--- config.mk ---
export PLATFORM = sky130hd
export DESIGN_NAME = dma_regfront
export DESIGN_NICKNAME = d
export VERILOG_FILES = /design/src/rtl/dma_regfront_pkg.sv /design/src/rtl/dma_addr_check.sv /design/src/rtl/dma_chan_regs.sv /design/src/rtl/dma_regfront.sv
export SDC_FILE = /design/constraint.sdc
export NUM_CORES = 1
export LEC_CHECK = 0
export BUFFER_PORTS_ARGS = -buffer_cell sky130_fd_sc_hd__buf_2
export CAP_MARGIN = 20
export CORE_MARGIN = 5
export CORE_UTILIZATION = 35
export CTS_CLUSTER_DIAMETER = 200
export CTS_CLUSTER_SIZE = 8
export DETAILED_ROUTE_END_ITERATION = 10
export SETUP_SLACK_MARGIN = 0.2
export SLEW_MARGIN = 20
export SYNTH_ARGS = -nofsm -noshare
export SYNTH_HDL_FRONTEND = slang
export SYNTH_SLANG_ARGS = --single-unit
--- constraint.sdc ---
create_clock -name clk -period 1.7 [get_ports clk]
set_input_delay 0.17 -clock clk [delete_from_list [all_inputs] [get_ports clk]]
set_output_delay 0.17 -clock clk [all_outputs]
set_load 0.01 [all_outputs]
--- src/rtl/dma_regfront_pkg.sv ---
`timescale 1ns/1ps
package dma_regfront_pkg;
    typedef enum logic [1:0] {
        SEL_SRC = 2'd0,
        SEL_DST = 2'd1,
        SEL_CNT = 2'd2,
        SEL_CTL = 2'd3
    } reg_sel_e;

    typedef enum logic [1:0] {
        CH_IDLE  = 2'd0,
        CH_START = 2'd1,
        CH_RUN   = 2'd2
    } ch_state_e;

    localparam int ENABLE_BIT = 15;
    localparam int UNIT_BIT   = 10;
    localparam int SSTEP_LO   = 7;
    localparam int SSTEP_HI   = 8;
endpackage

--- src/rtl/dma_addr_check.sv ---
`timescale 1ns/1ps
module dma_addr_check #(
    parameter int          CH       = 0,
    parameter int          NCH      = 4,
    parameter int          AW       = 28,
    parameter logic [27:0] RAM_BASE = 28'h200_0000,
    parameter logic [27:0] ROM_BASE = 28'h800_0000,
    parameter logic [27:0] ROM_END  = 28'hE00_0000
) (
    input  logic [31:0]   raw,
    output logic [AW-1:0] addr,
    output logic          src_ok,
    output logic          dst_ok
);
    logic in_rom;

    always_comb begin
        addr   = {raw[AW-1:1], 1'b0};
        in_rom = (addr >= ROM_BASE) && (addr < ROM_END);
    end

    generate
        if (CH == 0) begin : g_first
            assign src_ok = (addr >= RAM_BASE) && !in_rom;
        end else begin : g_other
            assign src_ok = (addr >= RAM_BASE);
        end
        if (CH == NCH - 1) begin : g_last
            assign dst_ok = 1'b1;
        end else begin : g_lower
            assign dst_ok = (addr < ROM_BASE);
        end
    endgenerate
endmodule

--- src/rtl/dma_chan_regs.sv ---
`timescale 1ns/1ps
module dma_chan_regs
    import dma_regfront_pkg::*;
#(
    parameter int          CH       = 0,
    parameter int          NCH      = 4,
    parameter int          AW       = 28,
    parameter int          CW       = 17,
    parameter logic [27:0] RAM_BASE = 28'h200_0000,
    parameter logic [27:0] ROM_BASE = 28'h800_0000,
    parameter logic [27:0] ROM_END  = 28'hE00_0000
) (
    input  logic          clk,
    input  logic          rst_n,
    input  logic          we,
    input  reg_sel_e      sel,
    input  logic [31:0]   data,
    output logic [AW-1:0] src_work,
    output logic [AW-1:0] dst_work,
    output logic [CW-1:0] cnt,
    output logic [15:0]   ctl,
    output logic          start_req,
    output logic          misal
);
    localparam bit          IS_LAST  = (CH == NCH - 1);
    localparam logic [15:0] CTL_MASK = IS_LAST ? 16'hFFE0 : 16'hF7E0;
    localparam logic [CW-1:0] CNT_DFLT = IS_LAST ? CW'(32'h1_0000) : CW'(32'h4000);

    ch_state_e     state_q, state_d;
    logic [AW-1:0] src_q, dst_q, addr_in;
    logic          src_ok, dst_ok;
    logic [15:0]   ctl_in, ctl_fixed;
    logic          ctl_we, rise, src_rom, mis_now;
    logic [AW-1:0] unit_mask;

    dma_addr_check #(
        .CH(CH), .NCH(NCH), .AW(AW),
        .RAM_BASE(RAM_BASE), .ROM_BASE(ROM_BASE), .ROM_END(ROM_END)
    ) u_chk (
        .raw(data), .addr(addr_in), .src_ok(src_ok), .dst_ok(dst_ok)
    );

    always_comb begin
        ctl_in    = data[15:0] & CTL_MASK;
        ctl_we    = we && (sel == SEL_CTL);
        rise      = ctl_we && ctl_in[ENABLE_BIT] && (state_q == CH_IDLE);
        src_rom   = (src_q >= ROM_BASE) && (src_q < ROM_END);
        ctl_fixed = ctl_in;
        if (rise && src_rom && (ctl_in[SSTEP_HI:SSTEP_LO] != 2'b11))
            ctl_fixed[SSTEP_HI:SSTEP_LO] = 2'b00;
        unit_mask = ctl_in[UNIT_BIT] ? AW'(3) : AW'(1);
        mis_now   = ((src_q | dst_q) & unit_mask) != '0;
    end

    // next-state process
    always_comb begin
        state_d = state_q;
        unique case (state_q)
            CH_IDLE:  if (ctl_we && ctl_in[ENABLE_BIT]) state_d = CH_START;
            CH_START: state_d = (ctl_we && !ctl_in[ENABLE_BIT]) ? CH_IDLE : CH_RUN;
            CH_RUN:   if (ctl_we && !ctl_in[ENABLE_BIT]) state_d = CH_IDLE;
            default:  state_d = CH_IDLE;
        endcase
    end

    // state register
    always_ff @(posedge clk) begin
        if (!rst_n) state_q <= CH_IDLE;
        else        state_q <= state_d;
    end

    // output process
    always_comb begin
        start_req = (state_q == CH_START);
    end

    always_ff @(posedge clk) begin
        if (!rst_n) begin
            src_q    <= '0;
            dst_q    <= '0;
            cnt      <= CNT_DFLT;
            ctl      <= '0;
            src_work <= '0;
            dst_work <= '0;
            misal    <= 1'b0;
        end else begin
            if (we && sel == SEL_SRC) src_q <= src_ok ? addr_in : '0;
            if (we && sel == SEL_DST && dst_ok) dst_q <= addr_in;
            if (we && sel == SEL_CNT)
                cnt <= (data[15:0] == 16'h0) ? CNT_DFLT : CW'(data[15:0]);
            if (ctl_we) ctl <= ctl_fixed;
            if (rise) begin
                src_work <= src_q;
                dst_work <= dst_q;
                if (mis_now) misal <= 1'b1;
            end
        end
    end


    pulse_single_chk: assert property (@(posedge clk) disable iff (!rst_n)
        start_req |=> !start_req);

    latch_src_chk: assert property (@(posedge clk) disable iff (!rst_n)
        start_req |-> (src_work == $past(src_q)));

    dst_hold_chk: assert property (@(posedge clk) disable iff (!rst_n)
        (we && sel == SEL_DST && !dst_ok) |=> $stable(dst_q));

    cnt_nonzero_chk: assert property (@(posedge clk) disable iff (!rst_n)
        cnt != '0);

    misal_sticky_chk: assert property (@(posedge clk) disable iff (!rst_n)
        misal |=> misal);

    ctl_low_chk: assert property (@(posedge clk) disable iff (!rst_n)
        ctl[4:0] == 5'd0);
endmodule

--- src/rtl/dma_regfront.sv ---
`timescale 1ns/1ps
module dma_regfront
    import dma_regfront_pkg::*;
#(
    parameter int NCH = 4,
    parameter int AW  = 28,
    parameter int CW  = 17,
    localparam int CHW = $clog2(NCH)
) (
    input  logic             clk,
    input  logic             rst_n,
    input  logic             wr_en,
    input  logic [CHW-1:0]   wr_chan,
    input  logic [1:0]       wr_sel,
    input  logic [31:0]      wr_data,
    input  logic [CHW-1:0]   rd_chan,
    output logic [15:0]      rd_ctl,
    output logic [NCH*16-1:0] ctl_all,
    output logic [NCH*CW-1:0] cnt_all,
    output logic [NCH*AW-1:0] work_src_all,
    output logic [NCH*AW-1:0] work_dst_all,
    output logic [NCH-1:0]   start_req,
    output logic [NCH-1:0]   misalign
);
    logic [15:0] ctl_arr [NCH];
    reg_sel_e    sel;

    assign sel = reg_sel_e'(wr_sel);

    generate
        for (genvar c = 0; c < NCH; c++) begin : g_ch
            logic [15:0] ctl_c;
            dma_chan_regs #(.CH(c), .NCH(NCH), .AW(AW), .CW(CW)) u_ch (
                .clk       (clk),
                .rst_n     (rst_n),
                .we        (wr_en && (wr_chan == CHW'(c))),
                .sel       (sel),
                .data      (wr_data),
                .src_work  (work_src_all[c*AW +: AW]),
                .dst_work  (work_dst_all[c*AW +: AW]),
                .cnt       (cnt_all[c*CW +: CW]),
                .ctl       (ctl_c),
                .start_req (start_req[c]),
                .misal     (misalign[c])
            );
            assign ctl_arr[c]          = ctl_c;
            assign ctl_all[c*16 +: 16] = ctl_c;
        end
    endgenerate

    assign rd_ctl = ctl_arr[rd_chan];


    start_onehot_chk: assert property (@(posedge clk) disable iff (!rst_n)
        $onehot0(start_req));
endmodule

==> key figures <==
Outcome
  – Status: finished with violations
  – Failing checks: setup timing

Die
  – I/O pin count: 421
  – FP Rows: a little over 90
  – Die height: ~260 um
  – Die area: a little under 70000 um^2
  – Initial Util: between 30% and 40%
  – Chip Width: approximately 260 um
  – Core ar.: 61700 um^2

Timing
  – Post-layout minimum cycle time: 1840 ps
  – # setup viols final: 10
  – Fmax: between 500 and 600 MHz
  – Hold_ws: between 30 and 40 ps
  – Fin crit share: 108%
  – Slew @ Worst Pin: about 630 ps
  – Max_slew headroom: 58.1%
  – RSZ-0062 raised after global routing: true
  – Slew Viols, Final: 0
  – Hold Vio Cnt, Final: 0
  – Setup ws final: -136 ps
  – Final Skew: 31.0 ps

Global route
  – Largest net degree at the start of global routing: around 80
  – Global-route wire length before repair: 116000 um
  – Total global-route track usage: between 20% and 30%
  – Grt total ovfl: 0
  – Initial antenna violation count: 5
  – Vias in the first global route: between 15000 and 20000

Worst hold path
  – Hold WC Path Type: in -> reg
  – WHS Path Cells: 2

Detailed routing
  – Post-route DRC violation count: 0
  – Number of iterations in the first detailed-routing pass: 6
  – DR WL/cell: ~22 um
  – Final wirelength: just under 80000 um
  – Initial DRC count: 1700
  – Via count: around 20000
  – Post-route ant nets: 0
  – Via-per-instance ratio: 5.42

Worst setup path
  – Crit path cell chain: mux4_2, buf_6
  – Worst Setup EP: rd_ctl[7]
  – R2R depth: 4
  – Crit path required time: roughly 1500 ps
  – Reg2reg end: g_ch[3].u_ch.src_work[17]
  – Slowest cell on the critical path: mux4_2
  – Crit end category: output port
  – R2R Setup Slk: around 110 ps
  – Worst R2R Start: g_ch[3].u_ch.state_q[1]
  – Setup crit start: g_ch[3].u_ch.ctl[7]
  – Critical path peak fanout: 2
  – Setup CP Type: reg -> out
  – Crit start category: register
  – Crit-path max cell delay: about 560 ps
  – WP data arrival: around 1700 ps

Power and ir drop
  – Power Density: slightly above 1000 nW/um^2
  – Leak: around 12 nW
  – Peak supply drop: roughly 0.00061 V

Clock network
  – CTS tree: built
  – CTS max path bufs: 3
  – Root buffer cell: clkbuf_16
  – H-Tree Depth: 3
  – Clock Sinks: between 500 and 600
  – Clock slew at reported path FFs: roughly 50 ps
  – Inserted Clock Buffers: 78
  – Worst-Skew Late Latency: roughly 610 ps

Logic synthesis
  – Syn Std Cell Area: about 22000 um^2
  – Yosys top cell area share: between 50 and 60%
  – Syn avg cell area: between 8 and 9 um^2
  – Top cell type by total area after synthesis: dfxtp_1
  – Synth Register Bits: 550
  – Number of flops mapped to enable cells by yosys: 0
  – Syn Inst Count: between 2000 and 2500
  – Netlist cell types: 46
  – Post-synth top flop: dfxtp_1
  – Sequential share of the synthesized area: roughly 50%
  – Synth top area cells: dfxtp_1 (50%), mux2i_1 (11%), nand2_1 (6.3%), nand3_1 (5.9%), a21oi_1 (5.9%)
  – Async SR Flop Fraction: 0%
  – Yosys Warn Count: 0

Run
  – Max-cap violations: 0

Final layout
  – Register area: roughly 11000 um^2
  – Area grow syn2layout: 28.5%
  – Fin util: between 40% and 50%
  – Net count reported at finish: approximately 2800
  – # fillers: between 5000 and 6000
  – Share of layout cells above drive strength 1: a little over a quarter
  – Area occupied by multi-input gates: 9970 um^2

Placed design
  – I/O Buffers: 377
  – Post-DP HPWL: between 50000 and 60000 um
  – Routability congestion estimate: 0.841
[sequential cells by signal, summed over array words and instances, names as in the netlist]
| signal | count |
|---|---|
| g_ch.u_ch.cnt | 65 |
| g_ch.u_ch.src_work | 108 |
| g_ch.u_ch.misal | 4 |
| g_ch.u_ch.ctl | 41 |
| g_ch.u_ch.dst_work | 108 |
| g_ch.u_ch.src_q | 108 |
| g_ch.u_ch.state_q | 8 |
| g_ch.u_ch.dst_q | 108 |
[critical path: cells and delay by family (launching register included)]
kind	cells	cell delay, ps
buf+inv	1	160
flops	1	340
mux	1	560
[cell type report]
| cell class | count | area share, % |
|---|---|---|
| tap | 837 | 3.74 |
| antenna | 3 | 0.0268 |
| timing repair buffer | 542 | 13.7 |
| clock buffer | 82 | 7.28 |
| sequential | 550 | 39.5 |
| multi-input combinational | 1596 | 35.6 |
| clock inverter | 3 | 0.147 |
| inverter | 6 | 0.107 |
[logic make-up (layout without fill, tap and decap cells)]
logic type	count (synthesis)	after routing	synth area share, %
AOI/OAI and AO/OA	616	616	16.2
adders and majority gates	1	1	0.0459
muxes	250	250	12.0
and+or+nand+nor	690	690	14.2
other	1	42	0.0172
buffers and inverters	317	633	7.03
DFF	550	550	50.5
[routing by layer]
metal	global-route usage, %	part of all wire, %	vias up	wire length (um)
li1	-	-	9086	-
met1	30.2	43	9530	34100
met2	34.8	46	853	36300
met3	4.52	8.0	130	6360
met4	7.05	2.8	4	2230
met5	0	0.030	-	24
[how the worst min path moves through the flow]
stage / from / endpoint
final: wr_data[15] / g_ch[1].u_ch.state_q[1]
after CTS: wr_data[15] / g_ch[2].u_ch.state_q[1]
after detailed placement: g_ch[0].u_ch.dst_q[27] / g_ch[0].u_ch.dst_q[27]
after global routing: wr_data[15] / g_ch[2].u_ch.state_q[1]
after global placement: g_ch[2].u_ch.dst_q[27] / g_ch[2].u_ch.dst_q[27]
after floorplan: wr_data[0] / g_ch[0].u_ch.cnt[0]
[report_power, final]
part	internal (mW)	total, mW	switching, mW
sequential	13.0	13.0	0.0430
clock	8.36	13.8	5.42
combinational	0.545	1.92	1.37
[repair_timing]
| item | in CTS | in global routing |
|---|---|---|
| endpoints found under the hold margin | 39 | 0 |
| pin swaps | 0 | 30 |
| gates resized for setup | 55 | 84 |
| endpoints found under the setup margin | 69 | 83 |
| cloned | 1 | 4 |
| buffers inserted | 14 | 3 |
| hold buffers | 22 | 0 |
[placed cells by master (no fill, tap or decap), drive strengths merged, types with 6 or more instances in the layout]
cell type | Yosys | routed
dfxtp | 550 | 550
buf | 115 | 516
nand2 | 365 | 365
nand3 | 258 | 258
a21oi | 256 | 256
mux2i | 240 | 240
o21ai | 207 | 207
clkbuf | 196 | 86
o31ai | 81 | 81
conb | 1 | 39
a21o | 27 | 27
o31a | 24 | 24
dlygate4sd3 | 0 | 22
nor2b | 13 | 13
nor3 | 11 | 11
mux4 | 10 | 10
a32o | 8 | 8
inv | 6 | 7
nand4 | 6 | 6
[Yosys cell counts (all sizes together), types with 6 or more instances]
master  count
a21o       27
a21oi     256
a32o        8
buf       115
clkbuf    196
dfxtp     550
inv         6
mux2i     240
mux4       10
nand2     365
nand3     258
nand4       6
nor2b      13
nor3       11
o21ai     207
o31a       24
o31ai      81
[per-stage QoR]
stage	setup TNS [ps]	total power, mW	std cells	instance area, um^2	setup slack (ps)
finish	-356	28.7	3619	28000	-136
global route	-730	29.7	3617	28000	-179
CTS	-701	28.9	3609	27400	-174
detailed placement	-25.9	15.0	3487	24900	-25.9
global placement	0	15.0	3487	24900	14.3
floorplan	0	14.3	2463	22000	200
(Power assumes the default switching activity.)
